## src/rtl/mb_lock_pkg.sv

```systemverilog
`timescale 1ns/1ps
package mb_lock_pkg;

    typedef enum logic [1:0] {
        SEL_CS    = 2'd0,
        SEL_WORD  = 2'd1,
        SEL_TIMER = 2'd2,
        SEL_NONE  = 2'd3
    } hst_sel_e;

    localparam logic [3:0] CODE_INACTIVE = 4'b0000;
    localparam logic [3:0] CODE_EMPTY    = 4'b0100;
    localparam logic [3:0] CODE_FULL     = 4'b0010;
    localparam logic [3:0] BUSY_MASK     = 4'b0001;
    localparam int         TX_POS        = 3;

    // Receive mailbox that takes part in matching.
    function automatic logic code_is_rx_active(input logic [3:0] c);
        return !c[TX_POS] && (c != CODE_INACTIVE);
    endfunction

    // Receive mailbox holding data and not in the middle of a move.
    function automatic logic code_can_lock(input logic [3:0] c);
        return code_is_rx_active(c) && (c != CODE_EMPTY) && ((c & BUSY_MASK) == 4'b0000);
    endfunction

endpackage

```

## src/rtl/mb_free_timer.sv

```systemverilog
`timescale 1ns/1ps
module mb_free_timer #(
    parameter int TIMER_W = 16
) (
    input  logic               clk_i,
    input  logic               rst_ni,
    output logic [TIMER_W-1:0] value_o
);
    typedef struct packed {
        logic [TIMER_W-1:0] cnt;
    } tmr_state_t;

    tmr_state_t st_d, st_q;

    always_comb begin
        st_d     = st_q;
        st_d.cnt = st_q.cnt + 1'b1;
    end

    always_ff @(posedge clk_i or negedge rst_ni) begin
        if (!rst_ni) st_q <= '0;
        else         st_q <= st_d;
    end

    assign value_o = st_q.cnt;
endmodule

```

## src/rtl/mb_lock_tracker.sv

```systemverilog
`timescale 1ns/1ps
module mb_lock_tracker #(
    parameter int NUM_MB = 4,
    parameter int IDX_W  = 2
) (
    input  logic              clk_i,
    input  logic              rst_ni,
    input  logic              rd_cs_i,
    input  logic              rd_tmr_i,
    input  logic [IDX_W-1:0]  rd_idx_i,
    input  logic              rd_lockable_i,
    input  logic [NUM_MB-1:0] deact_i,
    output logic              lock_vld_o,
    output logic [IDX_W-1:0]  lock_idx_o
);
    typedef struct packed {
        logic             vld;
        logic [IDX_W-1:0] idx;
    } lock_state_t;

    lock_state_t st_d, st_q;

    always_comb begin
        st_d = st_q;
        if (rd_tmr_i) begin
            st_d.vld = 1'b0;
        end else if (rd_cs_i && !(st_q.vld && (st_q.idx == rd_idx_i))) begin
            // Reading another mailbox drops the old lock and may take a new one.
            st_d.vld = rd_lockable_i;
            st_d.idx = rd_idx_i;
        end
        // Deactivation wins over any lock.
        if (st_d.vld && deact_i[st_d.idx]) begin
            st_d.vld = 1'b0;
        end
    end

    always_ff @(posedge clk_i or negedge rst_ni) begin
        if (!rst_ni) st_q <= '0;
        else         st_q <= st_d;
    end

    assign lock_vld_o = st_q.vld;
    assign lock_idx_o = st_q.idx;
endmodule

```

## src/rtl/mb_stage_mover.sv

```systemverilog
`timescale 1ns/1ps
module mb_stage_mover #(
    parameter int NUM_MB = 4,
    parameter int WORDS  = 2,
    parameter int DATA_W = 32,
    parameter int IDX_W  = 2,
    parameter int CNT_W  = 1
) (
    input  logic                    clk_i,
    input  logic                    rst_ni,
    input  logic                    rx_valid_i,
    input  logic [IDX_W-1:0]        rx_idx_i,
    input  logic [WORDS*DATA_W-1:0] rx_data_i,
    input  logic [NUM_MB-1:0]       deact_i,
    input  logic                    lock_vld_i,
    input  logic [IDX_W-1:0]        lock_idx_i,
    input  logic                    tgt_ok_i,
    output logic [IDX_W-1:0]        stg_idx_o,
    output logic                    start_o,
    output logic                    mv_act_o,
    output logic [IDX_W-1:0]        mv_idx_o,
    output logic [CNT_W-1:0]        mv_cnt_o,
    output logic [DATA_W-1:0]       mv_word_o,
    output logic                    mv_last_o
);
    localparam int FRAME_W = WORDS * DATA_W;

    typedef struct packed {
        logic               stg_vld;
        logic [IDX_W-1:0]   stg_idx;
        logic [FRAME_W-1:0] stg_data;
        logic               mv_act;
        logic [IDX_W-1:0]   mv_idx;
        logic [CNT_W-1:0]   mv_cnt;
        logic [FRAME_W-1:0] mv_buf;
    } mover_state_t;

    mover_state_t st_d, st_q;
    logic blocked;
    logic start;
    logic last;

    always_comb begin
        blocked = lock_vld_i && (lock_idx_i == st_q.stg_idx);
        start   = st_q.stg_vld && !st_q.mv_act && !rx_valid_i && !blocked
                  && !deact_i[st_q.stg_idx] && tgt_ok_i;
        last    = st_q.mv_act && (st_q.mv_cnt == CNT_W'(WORDS - 1));

        st_d = st_q;
        if (st_q.mv_act) begin
            st_d.mv_buf = st_q.mv_buf >> DATA_W;
            st_d.mv_cnt = st_q.mv_cnt + 1'b1;
            if (last || deact_i[st_q.mv_idx]) begin
                st_d.mv_act = 1'b0;
                st_d.mv_cnt = '0;
            end
        end

        if (start) begin
            st_d.mv_act  = 1'b1;
            st_d.mv_idx  = st_q.stg_idx;
            st_d.mv_cnt  = '0;
            st_d.mv_buf  = st_q.stg_data;
            st_d.stg_vld = 1'b0;
        end else if (st_q.stg_vld && (!tgt_ok_i || deact_i[st_q.stg_idx])) begin
            st_d.stg_vld = 1'b0;
        end

        // A fresh frame always takes the single staging slot.
        if (rx_valid_i && !deact_i[rx_idx_i]) begin
            st_d.stg_vld  = 1'b1;
            st_d.stg_idx  = rx_idx_i;
            st_d.stg_data = rx_data_i;
        end
    end

    always_ff @(posedge clk_i or negedge rst_ni) begin
        if (!rst_ni) st_q <= '0;
        else         st_q <= st_d;
    end

    assign stg_idx_o = st_q.stg_idx;
    assign start_o   = start;
    assign mv_act_o  = st_q.mv_act;
    assign mv_idx_o  = st_q.mv_idx;
    assign mv_cnt_o  = st_q.mv_cnt;
    assign mv_word_o = st_q.mv_buf[DATA_W-1:0];
    assign mv_last_o = last;
endmodule

```

## src/rtl/mb_lock_arbiter.sv

```systemverilog
`timescale 1ns/1ps
module mb_lock_arbiter
    import mb_lock_pkg::*;
#(
    parameter int NUM_MB  = 4,
    parameter int WORDS   = 2,
    parameter int DATA_W  = 32,
    parameter int TIMER_W = 16,
    localparam int IDX_W  = (NUM_MB > 1) ? $clog2(NUM_MB) : 1,
    localparam int CNT_W  = (WORDS > 1) ? $clog2(WORDS) : 1
) (
    input  logic                    clk_i,
    input  logic                    rst_ni,
    input  logic                    hst_rd_en_i,
    input  logic                    hst_wr_en_i,
    input  logic [1:0]              hst_sel_i,
    input  logic [IDX_W-1:0]        hst_mb_i,
    input  logic [CNT_W-1:0]        hst_word_i,
    input  logic [DATA_W-1:0]       hst_wdata_i,
    output logic [DATA_W-1:0]       hst_rdata_o,
    input  logic                    rx_valid_i,
    input  logic [IDX_W-1:0]        rx_mb_i,
    input  logic [WORDS*DATA_W-1:0] rx_payload_i,
    input  logic [NUM_MB-1:0]       mb_deact_i
);
    typedef struct packed {
        logic [NUM_MB-1:0][3:0]                    code;
        logic [NUM_MB-1:0][WORDS-1:0][DATA_W-1:0] pay;
    } mb_state_t;

    mb_state_t st_d, st_q;

    hst_sel_e            sel;
    logic                rd_cs, rd_tmr, wr_cs;
    logic                mb_ok, word_ok;
    logic [3:0]          rd_code;
    logic                rd_lockable;
    logic                lock_vld;
    logic [IDX_W-1:0]    lock_idx;
    logic [IDX_W-1:0]    stg_idx;
    logic                start;
    logic                tgt_ok;
    logic                mv_act;
    logic [IDX_W-1:0]    mv_idx;
    logic [CNT_W-1:0]    mv_cnt;
    logic [DATA_W-1:0]   mv_word;
    logic                mv_last;
    logic [TIMER_W-1:0]  tmr_val;
    logic [DATA_W-1:0]   tmr_rd;
    logic [NUM_MB*4-1:0] code_flat;
    logic                unused_wdata_hi;

    assign sel     = hst_sel_e'(hst_sel_i);
    assign rd_cs   = hst_rd_en_i && (sel == SEL_CS);
    assign rd_tmr  = hst_rd_en_i && (sel == SEL_TIMER);
    assign wr_cs   = hst_wr_en_i && (sel == SEL_CS);
    assign mb_ok   = {{(32-IDX_W){1'b0}}, hst_mb_i} < NUM_MB;
    assign word_ok = {{(32-CNT_W){1'b0}}, hst_word_i} < WORDS;
    assign rd_code = mb_ok ? st_q.code[hst_mb_i] : CODE_INACTIVE;
    // A mailbox whose move starts this cycle is already busy for the lock decision.
    assign rd_lockable = mb_ok && code_can_lock(rd_code) && !(start && (stg_idx == hst_mb_i));
    assign tgt_ok  = ({{(32-IDX_W){1'b0}}, stg_idx} < NUM_MB) && code_is_rx_active(st_q.code[stg_idx]);
    assign code_flat = st_q.code;
    assign unused_wdata_hi = ^hst_wdata_i[DATA_W-1:4];

    mb_free_timer #(.TIMER_W(TIMER_W)) u_timer (
        .clk_i   (clk_i),
        .rst_ni  (rst_ni),
        .value_o (tmr_val)
    );

    mb_lock_tracker #(.NUM_MB(NUM_MB), .IDX_W(IDX_W)) u_lock (
        .clk_i         (clk_i),
        .rst_ni        (rst_ni),
        .rd_cs_i       (rd_cs),
        .rd_tmr_i      (rd_tmr),
        .rd_idx_i      (hst_mb_i),
        .rd_lockable_i (rd_lockable),
        .deact_i       (mb_deact_i),
        .lock_vld_o    (lock_vld),
        .lock_idx_o    (lock_idx)
    );

    mb_stage_mover #(
        .NUM_MB (NUM_MB),
        .WORDS  (WORDS),
        .DATA_W (DATA_W),
        .IDX_W  (IDX_W),
        .CNT_W  (CNT_W)
    ) u_mover (
        .clk_i      (clk_i),
        .rst_ni     (rst_ni),
        .rx_valid_i (rx_valid_i),
        .rx_idx_i   (rx_mb_i),
        .rx_data_i  (rx_payload_i),
        .deact_i    (mb_deact_i),
        .lock_vld_i (lock_vld),
        .lock_idx_i (lock_idx),
        .tgt_ok_i   (tgt_ok),
        .stg_idx_o  (stg_idx),
        .start_o    (start),
        .mv_act_o   (mv_act),
        .mv_idx_o   (mv_idx),
        .mv_cnt_o   (mv_cnt),
        .mv_word_o  (mv_word),
        .mv_last_o  (mv_last)
    );

    generate
        if (TIMER_W >= DATA_W) begin : g_tmr_trunc
            assign tmr_rd = tmr_val[DATA_W-1:0];
        end else begin : g_tmr_ext
            assign tmr_rd = {{(DATA_W-TIMER_W){1'b0}}, tmr_val};
        end
    endgenerate

    always_comb begin
        st_d = st_q;
        for (int i = 0; i < NUM_MB; i++) begin
            if (mb_deact_i[i]) begin
                st_d.code[i] = CODE_INACTIVE;
            end else if (mv_last && (mv_idx == IDX_W'(i))) begin
                st_d.code[i] = CODE_FULL;
            end else if (start && (stg_idx == IDX_W'(i))) begin
                st_d.code[i] = st_q.code[i] | BUSY_MASK;
            end else if (wr_cs && (hst_mb_i == IDX_W'(i)) && !(mv_act && (mv_idx == IDX_W'(i)))) begin
                st_d.code[i] = hst_wdata_i[3:0];
            end
            if (mv_act && !mb_deact_i[i] && (mv_idx == IDX_W'(i))) begin
                st_d.pay[i][mv_cnt] = mv_word;
            end
        end
    end

    always_ff @(posedge clk_i or negedge rst_ni) begin
        if (!rst_ni) st_q <= '0;
        else         st_q <= st_d;
    end

    always_comb begin
        case (sel)
            SEL_CS:    hst_rdata_o = {{(DATA_W-4){1'b0}}, rd_code};
            SEL_WORD:  hst_rdata_o = (mb_ok && word_ok) ? st_q.pay[hst_mb_i][hst_word_i] : '0;
            SEL_TIMER: hst_rdata_o = tmr_rd;
            default:   hst_rdata_o = '0;
        endcase
    end
endmodule

```

## config.mk

```make
export PLATFORM = sky130hd
export DESIGN_NAME = mb_lock_arbiter
export DESIGN_NICKNAME = d
export VERILOG_FILES = /design/src/rtl/mb_lock_pkg.sv /design/src/rtl/mb_free_timer.sv /design/src/rtl/mb_lock_tracker.sv /design/src/rtl/mb_stage_mover.sv /design/src/rtl/mb_lock_arbiter.sv
export SDC_FILE = /design/constraint.sdc
export NUM_CORES = 1
export LEC_CHECK = 0
export ABC_CLOCK_PERIOD_IN_PS = 5700
export BUFFER_PORTS_ARGS = -buffer_cell sky130_fd_sc_hd__buf_4
export CORE_ASPECT_RATIO = 1.75
export CORE_MARGIN = 2
export CORE_UTILIZATION = 40
export CTS_BUF_LIST = sky130_fd_sc_hd__clkbuf_16
export CTS_CLUSTER_DIAMETER = 50
export DETAILED_ROUTE_END_ITERATION = 8
export PLACE_DENSITY_LB_ADDON = 0.25
export RECOVER_POWER = 50
export SLEW_MARGIN = 20
export SYNTH_ARGS = -nofsm -noshare
export SYNTH_HDL_FRONTEND = slang
export SYNTH_SLANG_ARGS = --single-unit
```

## constraint.sdc

```tcl
create_clock -name clk_i -period 5.7 [get_ports clk_i]
set_clock_uncertainty 0.2 [all_clocks]
set_input_delay 0.855 -clock clk_i [delete_from_list [all_inputs] [get_ports clk_i]]
set_output_delay 0.855 -clock clk_i [all_outputs]
set_load 0.1 [all_outputs]
```

==> impl_metrics.tcl, run 1 <==
set metrics [dict create \
    switching_share 0.2700 \
    area_growth_pct 14.15 \
    grt_max_degree 148 \
    cp.required_ps 4640 \
    synthFlopType "dfrtp_1" \
    cp_common_cell "buf_4" \
    yosys.area.top_type "dfrtp_1" \
    numClockSinks 426 \
    maxSlewHeadroom -0.7648 \
    std_cell_rows 105 \
    core_area_mm2 0.04677 \
    synth_edf_count 0 \
    startpoint_type "input port" \
    dr.pass1.iters 4 \
    critPathTopFamily "buffers and inverters" \
    worstReg2RegStart "u_mover.mv_act_o$_DFF_PN0_" \
    yosysMostFrequentCell "dfrtp_1" \
    synth_cells 1307 \
    htree_num_levels 2 \
    maxCapViolations 1 \
    powerDensity_mw_per_mm2 334.0 \
    tightest_slew_ps 2647 \
    syn_area_mm2 0.01889 \
    route.met3.wl_um 1346 \
    internal_power_mw 5.259 \
    synth_top_area_share 0.5642 \
    die-width_um 168.3 \
    final.setup.worst_slack_ps 1494 \
    ys_types 54 \
    initial_core_util 0.4040 \
    slowest_stage "buf_4" \
    clkPwrFrac 0.369 \
    wl_per_cell_um 22.98 \
    status "complete, but fails checks" \
    detail_route.drc_violations 0 \
    final_area_mm2 0.02157 \
    antenna_found_initial 0 \
    cp_num_cells 6 \
    dp_worst_setup_slack_ps 1434 \
    clock_path_buffers 3 \
    vias_per_cell 5.502 \
    peakVddDrop_mv 0.3338 \
    gp_congestion 0.7952 \
    detail-route-antenna-nets 0 \
    timing.final.crit_period_ps 4206 \
    cts_tree "built" \
    drive_above_1_share 0.4198 \
    synth_common_cells "426 x dfrtp_1, 323 x mux2_2, 90 x nand2_1" \
    worstPathCellList "buf_4 -> buf_12 -> mux4_2 -> mux2i_1 -> o22ai_1 -> buf_4" \
    synth_area_leaders "dfrtp_1 56%, mux2_2 19%, mux4_2 8.3%" \
    ioPinCount 144 \
    place_hpwl_um 29650 \
    hold_violations 0 \
    hold_buffers 0 \
    path_buf_inv 3 \
    reg2reg_depth 7 \
    track_usage 0.1935 \
    grt_pass1_wl_um 72840 \
    fin_crit_sh 0.7379 \
    synth.avg_cell_area_um2 14.46 \
    post-cts-setup-buffers 0 \
    synth_fp_nets 1420 \
    clkTransAtPathRegs_ps 60 \
    slew_violations 98 \
    layout.nets 1511 \
    fin_hold_ws_ps 272.3 \
    finalWirelength_um 46300 \
    crit_path_end_kind "output pin" \
    ys_warn_count 0 \
    power.net_switching_mw 1.944 \
    grt_overflow 0 \
    clock_latency_ps 550 \
    postPlaceCellArea_mm2 0.02030 \
    ctsRootBufferMaster "clkbuf_16" \
    cts_buffers 41 \
    crit_start "hst_mb_i[0]" \
    top_layer "met4" \
    violations "capacitance limit, slew limit" \
    cp-endpoint "hst_rdata_o[1]" \
    cp_max_fo 40 \
    die_h_um 291.5 \
    wl_met1_um 18820 \
    synth_seq_cells 426 \
    fmax_ghz 0.2377 \
    slowest_delay_ps 630 \
    ff2ff_setup_slack_ps 2310 \
    ys_async_sr_fraction 1.000 \
    hold_start "u_timer.value_o[15]$_DFF_PN0_" \
    dr_wl_met2_um 24720 \
    sequentialPowerShare 0.536 \
    seq_area_frac_synth 0.5642 \
    critPathKind "input port to output pin" \
    r2r-end "u_mover.mv_word_o[17]$_DFFE_PN0P_" \
    tns_ps 0 \
    antenna_cells 0 \
    cellLeakagePower_nw 10.18 \
    drt_iter0_drc 622 \
    power_frac_comb 0.095 \
    rsz0062_at_grt "false" \
    vias 11090 \
    setup_viol 0 \
    portBuffers 115 \
    dieArea_mm2 0.04906 \
    cp.arrival_ps 3150 \
    cts_resized 0 \
    first_global_vias 12130 \
    hp-class "register to register" \
]
state kept, by name, summed over array words and instances, names as in the netlist:
register,count
code_flat,16
st_q,256
u_lock.lock_idx_o,2
u_lock.lock_vld_o,1
u_mover.mv_act_o,1
u_mover.mv_cnt_o,1
u_mover.mv_idx_o,2
u_mover.mv_word_o,32
u_mover.st_q,97
u_mover.stg_idx_o,2
u_timer.value_o,16
placed cells by master (no fill, tap or decap), drive strengths merged, types with 5 or more instances in the layout:
cell    netlist  layout
a21o         32      32
a21oi        11      11
a22o         32      32
and2          5       5
buf          47     130
clkbuf       38      46
clkinv        0      17
dfrtp       426     426
inv           5      11
mux2        325     325
mux2i        54      54
mux4         70      70
nand2        90      90
nand2b        8       8
nand4         5       5
nor2         31      31
nor3         10      10
o21ai        45      45
or3           5       5
xnor2        17      17
through the flow:
step / utilization / std cells / power (mW)
finish: 0.4612 / 2015 / 7.203
global route: 0.4612 / 2015 / 7.538
CTS: 0.4615 / 2015 / 7.291
detailed placement: 0.4340 / 1943 / 4.619
global placement: 0.4340 / 1943 / 4.576
floorplan: - / 1307 / 4.198
cell families after synthesis:
kind of cell,Yosys count,share of synthesized area
compound gates,142,0.05205
simple gates,179,0.04410
mux,449,0.3061
xor+xnor,20,0.009271
flops,426,0.5642
fa+ha+maj,1,0.0006621
buf+inv,90,0.02357
power by group through the flow:
stage / clock network [mW] / logic [mW] / registers (mW)
2_1_floorplan: 0 / 0.513 / 3.69
3_3_place_gp: 0 / 0.681 / 3.90
3_5_place_dp: 0 / 0.701 / 3.92
4_1_cts: 2.73 / 0.704 / 3.86
5_1_grt: 2.85 / 0.765 / 3.93
6_report: 2.66 / 0.687 / 3.86
per-layer routing:
metal  up-vias  track usage
met5         -            0
met4         0      0.06644
met3        65      0.02379
met2       199       0.3474
met1      5869       0.2400
li1       4953            -
how the worst min path moves through the flow:
stage                                          endpoint  slack, ps  cells past startpoint
after floorplan            u_mover.st_q[34]$_DFFE_PN0P_        250                      2
after global placement    u_timer.value_o[15]$_DFF_PN0_        260                      1
after detailed placement  u_timer.value_o[15]$_DFF_PN0_        270                      1
after CTS                  u_mover.st_q[36]$_DFFE_PN0P_        180                      1
after global routing      u_timer.value_o[15]$_DFF_PN0_        290                      1
final                     u_timer.value_o[15]$_DFF_PN0_        270                      1
cell type report:
class / count / area, um^2
multi-input cells: 791 / 7840
inverters: 5 / 18.77
clock buffers: 43 / 1076
clock inverters: 29 / 210.2
repair buffers: 133 / 1027
flip-flops and latches: 426 / 10660
well taps: 588 / 735.7
fillers: 4242 / 25200
Note: power is estimated with default switching activity, not from simulation.
==> inputs of run 2 (changes only) <==
Settings changed: ABC_AREA set to 1, ABC_CLOCK_PERIOD_IN_PS 5700 to 4200.
Clock period 5.7 ns to 4.2 ns, I/O delays scaled along.
==> run 2 against run 1 <==
Compared with the run above: register-to-register slack lost 1600 ps; sequential share of layout area grew 0.41 points; hold slack lost 170 ps; via count rose by 30%; critical path type unchanged; synthesized cell count grew 52%; global-route usage grew 1.8 points; power up 50%; the flow still finishes with violations (capacitance limit, slew limit); final area down 0.82%; area after synthesis shrank 1.4%; die area decreased by 1.4%.
==> impl_metrics.tcl, run 2 <==
set metrics [dict create \
    gp_congestion 0.9242 \
    grt_pass1_wl_um 81070 \
    synth_top_family_by_area "simple AND/OR/NAND/NOR gates" \
    vias_per_cell 5.333 \
    layout.nets 2191 \
    antenna_cells 0 \
    cts_tree "built" \
    finalPower_mw 10.78 \
    htree_num_levels 2 \
    synth_area_leaders "dfrtp_1 57%, nand2_1 14%, o21ai_0 8.4%" \
    yosysMostFrequentCell "nand2_1" \
    fin_crit_sh 0.8658 \
    final.setup.worst_slack_ps 563.6 \
    powerDensity_mw_per_mm2 504.0 \
    synth_cells 1990 \
    critPathKind "input port to output pin" \
    ys_types 42 \
    maxCapViolations 3 \
    cts_resized 0 \
    core_area_mm2 0.04593 \
    cts_buffers 42 \
    cp.required_ps 3370 \
    area_growth_pct 14.84 \
    synth.avg_cell_area_um2 9.360 \
    seq_area_frac_synth 0.5723 \
    cp_max_fo 16 \
    drive_above_1_share 0.1674 \
    maxSlewHeadroom -0.7286 \
    ys_warn_count 0 \
    first_global_vias 14420 \
    std_cell_rows 104 \
    largest_reg_flops 256 \
    cp_common_cell "buf_4" \
    synth_seq_cells 426 \
    rsz0062_at_grt "false" \
    layout_commonest_cell "nand2_1" \
    layout_common_cells "669 x nand2_1, 426 x dfrtp_1, 310 x o21ai_0, 145 x buf_4, 95 x inv_1" \
    syn_area_mm2 0.01863 \
    die-width_um 167.1 \
    regMostFlops "st_q" \
    die_h_um 289.5 \
    yosys.area.top_type "dfrtp_1" \
    synth_common_cells "672 x nand2_1, 426 x dfrtp_1, 313 x o21ai_0" \
    clock_latency_ps 550 \
    numClockSinks 426 \
    synth-xor-area-share 0.006583 \
    portBuffers 115 \
    slowest_stage "nor2_4" \
    hold_violations 0 \
    slowest_delay_ps 590 \
    tns_ps 0 \
    grt_overflow 0 \
    ioPinCount 144 \
    dr.pass1.iters 5 \
    cp.arrival_ps 2810 \
    violations "capacitance limit, slew limit" \
    reg2reg_depth 4 \
    detail_route.drc_violations 0 \
    clock_path_buffers 3 \
    hp-class "input port to register" \
    antenna_found_initial 0 \
    detail-route-antenna-nets 0 \
    worstPathCellList "buf_4 -> inv_1 -> nor2_4 -> buf_4 -> a22oi_1 -> nand2_1 -> o21ai_0 -> a41oi_1 -> buf_4" \
    vias 14360 \
    synth_compound_area_frac 0.1461 \
    status "complete, but fails checks" \
    ctsRootBufferMaster "clkbuf_16" \
    tightest_slew_ps 2593 \
    worstReg2RegStart "u_mover.mv_act_o$_DFF_PN0_" \
    peakVddDrop_mv 0.4616 \
    min_delay_worst_endpoint "u_mover.st_q[73]$_DFFE_PN0P_" \
    drt_iter0_drc 927 \
    synth_top_area_share 0.5723 \
    synth_mux_area_frac 0.03869 \
    synth_simple_gate_area_frac 0.1877 \
    finalWirelength_um 50590 \
    setup_viol 0 \
    grt_max_degree 98 \
    hold_start "rx_payload_i[5]" \
    startpoint_type "input port" \
    timing.final.crit_period_ps 3636 \
    crit_path_end_kind "output pin" \
    synth_edf_count 0 \
    r2r-end "st_q[83]$_DFFE_PN0P_" \
    synth_adder_area_share 0.0006717 \
    track_usage 0.2120 \
    clkTransAtPathRegs_ps 60 \
    ff2ff_setup_slack_ps 700 \
    cellLeakagePower_nw 9.754 \
    min_path_cells 2 \
    initial_core_util 0.4055 \
    slew_violations 197 \
    synthFlopType "dfrtp_1" \
    dp_worst_setup_slack_ps 557.9 \
    fmax_ghz 0.2750 \
    nFillCells 4422 \
    dieArea_mm2 0.04838 \
    place_hpwl_um 32610 \
    synth_fp_nets 2103 \
    wl_per_cell_um 18.79 \
    ys_async_sr_fraction 1.000 \
]
## run 2: cell type report
class	instances	area, um^2	share of cell area
multi-input cells	1362	7137	0.3336
flip-flops and latches	426	10660	0.4984
repair buffers	159	1281	0.05990
well taps	583	729.5	0.03410
clock buffers	43	1076	0.05030
clock inverters	32	177.7	0.008306
inverters	87	329.1	0.01538
## run 2: power by group
part / internal (mW) / total, mW / leakage, nW / switching (mW)
logic: 0.698 / 1.98 / 3.40 / 1.28
registers: 4.89 / 5.30 / 5.68 / 0.411
clock network: 1.92 / 3.50 / 0.665 / 1.58
total: 7.51 / 10.8 / 9.75 / 3.27
## run 2: cells by family (layout without fill, tap and decap cells)
kind of cell,count (synthesis),after routing
AND/OR/NAND/NOR,837,837
AO/OA/AOI/OAI,446,446
flip-flops,426,426
buffers and inverters,202,321
multiplexers,64,64
XOR/XNOR,14,14
adder cells (fa/ha/maj),1,1
## run 2: how the worst max path moves through the flow
stage                 startpoint                            to  slack (ps)  cells past startpoint
finish               hst_mb_i[1]               hst_rdata_o[28]         560                      9
global route              rst_ni  u_mover.st_q[75]$_DFFE_PN0P_         350                      3
floorplan           hst_sel_i[1]               hst_rdata_o[10]         120                      4
global placement     hst_mb_i[1]               hst_rdata_o[28]         580                      9
detailed placement   hst_mb_i[1]               hst_rdata_o[28]         560                      9
CTS                  hst_mb_i[1]               hst_rdata_o[28]         550                      9
## run 2: repair_timing
action | in CTS | in global routing
hold buffers | 1 | 0
endpoints found under the hold margin | 91 | 0
buffers inserted | 0 | 0
## run 2: per-stage QoR
step	hold slack, ps	utilization	cell area, um^2	cells
floorplan	134.4	-	18660	1990
global placement	239.1	0.4393	20180	2616
detailed placement	258.7	0.4393	20180	2616
CTS	79.66	0.4668	21440	2692
global route	87.48	0.4657	21390	2692
finish	105.9	0.4657	21390	2692
## run 2: critical path: cells and delay by family
| family | cells | cell delay, ps |
|---|---|---|
| AOI/OAI and AO/OA | 3 | 510 |
| buffers and inverters | 4 | 990 |
| and+or+nand+nor | 2 | 650 |
## run 2: layer usage
metal,up-vias,part of all wire,global-route usage
li1,6827,-,-
met1,7022,0.40,0.2614
met2,421,0.51,0.3767
met3,87,0.055,0.02978
met4,0,0.035,0.08168
met5,-,0,0
==> inputs of run 3 (changes only) <==
Settings changed: ABC_CLOCK_PERIOD_IN_PS 4200 to 4070.
Clock period 4.2 ns to 4.07 ns, I/O delays scaled along.
==> run 3 against run 2 <==
Compared with the run above: the flow still finishes with violations (capacitance limit, slew limit); clock power up 9.4%; non-clock buffer count up 12; register-to-register slack better by 340 ps; core utilization up 0.38 points; die area unchanged; via count up 0.65%; combinational power up 4%; final area up 0.82%; critical path type unchanged; highest routed layer unchanged.
==> impl_metrics.tcl, run 3 (same netlist as run 2, synthesis figures left out) <==
set metrics [dict create \
    status "complete, but fails checks" \
    violations "capacitance limit, slew limit" \
    largest_reg_flops 256 \
    layout_common_cells "671 x nand2_1, 426 x dfrtp_1, 310 x o21ai_0, 155 x buf_4, 89 x inv_1" \
    cp_max_fo 14 \
    wl_per_cell_um 18.99 \
    std_cell_rows 104 \
    cts_resized 0 \
    cp.arrival_ps 2740 \
    clock_latency_ps 560 \
    vias 14450 \
    multi_input_area_mm2 0.007151 \
    clock_path_buffers 3 \
    hold_violations 0 \
    min_path_cells 2 \
    final_area_mm2 0.02157 \
    core_area_mm2 0.04593 \
    initial_core_util 0.4055 \
    dieArea_mm2 0.04838 \
    slew_violations 132 \
    antenna_found_initial 0 \
    antenna_cells 0 \
    clkPwrFrac 0.337 \
    ioPinCount 144 \
    layout.nets 2202 \
    reg2reg_depth 4 \
    area_growth_pct 15.78 \
    internal_power_mw 7.945 \
    switching_share 0.3000 \
    seq_area_mm2 0.01066 \
    clkTransAtPathRegs_ps 60 \
    vias_per_cell 5.350 \
    die-width_um 167.1 \
    grt_max_degree 90 \
    drive_above_1_share 0.1737 \
    dp_worst_setup_slack_ps 511.0 \
    nFillCells 4351 \
    regMostFlops "st_q" \
    min_delay_worst_endpoint "u_mover.st_q[124]$_DFFE_PN0P_" \
    crit_path_end_kind "output pin" \
    grt_overflow 0 \
    setup_viol 0 \
    power_frac_comb 0.182 \
    finalWirelength_um 51310 \
    gp_congestion 0.9029 \
    peakVddDrop_mv 0.4731 \
    cts_tree "built" \
    cp.required_ps 3260 \
    htree_num_levels 2 \
    final.setup.worst_slack_ps 520.2 \
    maxCapViolations 2 \
    sequentialPowerShare 0.481 \
    power.net_switching_mw 3.406 \
    dr.pass1.iters 5 \
    tns_ps 0 \
    portBuffers 115 \
    post-cts-setup-buffers 0 \
    finish.utilization 0.4695 \
    drt_iter0_drc 1020 \
    finalPower_mw 11.35 \
    layout_commonest_cell "nand2_1" \
    hp-class "input port to register" \
    worstReg2RegStart "u_mover.mv_act_o$_DFF_PN0_" \
    fin_crit_sh 0.8722 \
    postPlaceCellArea_mm2 0.02027 \
    startpoint_type "input port" \
    die_h_um 289.5 \
    rsz0062_at_grt "false" \
    numClockSinks 426 \
    maxSlewHeadroom -0.5468 \
    powerDensity_mw_per_mm2 526.3 \
    first_global_vias 14730 \
    hold_start "rx_payload_i[56]" \
    cts_buffers 41 \
    grt_pass1_wl_um 82250 \
    track_usage 0.2157 \
    r2r-end "st_q[11]$_DFFE_PN0P_" \
    detail_route.drc_violations 0 \
    critPathKind "input port to output pin" \
    tightest_slew_ps 2320 \
    place_hpwl_um 33840 \
    timing.final.crit_period_ps 3550 \
    ff2ff_setup_slack_ps 1040 \
    cellLeakagePower_nw 9.828 \
    ctsRootBufferMaster "clkbuf_16" \
    detail-route-antenna-nets 0 \
    fmax_ghz 0.2817 \
]
==> run 3: worst max-delay path, stage by stage <==
cell and delay (ps):
buf_4 170, inv_1 110, nor2_4 490, buf_4 290, a22oi_1 80, nand2_1 80
o21ai_0 70, a41oi_1 440, buf_4 390
==> run 3: power by group through the flow <==
stage	Combinational, mW	Sequential [mW]	Clock [mW]
floorplan	1.44	5.42	0
global placement	2.02	5.50	0
detailed placement	2.08	5.53	0
CTS	2.09	5.46	3.91
global route	2.33	5.56	4.07
finish	2.06	5.46	3.83
==> run 3: final cells by class <==
cell class              count  area share
well taps                 583     0.03382
multi-input cells        1362      0.3316
repair buffers            171     0.06330
inverters                  87     0.01526
clock inverters            29     0.01184
flip-flops and latches    426      0.4943
clock buffers              43     0.04990
==> run 3: worst max-delay path by stage <==
stage / slack (ps) / startpoint / cells after the start / endpoint
2_1_floorplan: 30 / hst_sel_i[1] / 4 / hst_rdata_o[10]
3_3_place_gp: 500 / hst_mb_i[0] / 9 / hst_rdata_o[22]
3_5_place_dp: 510 / hst_mb_i[0] / 9 / hst_rdata_o[18]
4_1_cts: 500 / hst_mb_i[0] / 9 / hst_rdata_o[18]
5_1_grt: 240 / rst_ni / 3 / st_q[109]$_DFFE_PN0P_
6_report: 520 / hst_mb_i[0] / 9 / hst_rdata_o[22]
==> run 3: metrics by stage <==
step                      hold WS (ps)  std cells
after global placement           242.4       2628
after detailed placement         260.0       2628
final                            81.51       2701
after CTS                        55.66       2701
after global routing             62.63       2701
after floorplan                  114.9       1990
==> run 3: per-layer routing <==
| metal | GRT usage | wire (um) |
|---|---|---|
| met1 | 0.2588 | 20340 |
| met2 | 0.3821 | 25940 |
| met3 | 0.02678 | 2483 |
| met4 | 0.1082 | 2536 |
| met5 | 0 | 0 |
==> run 3: what timing repair did <==
item,4_1_cts,5_1_grt
hold buffers,1,0
hold endpoints to repair,81,0
setup endpoints to repair,0,0
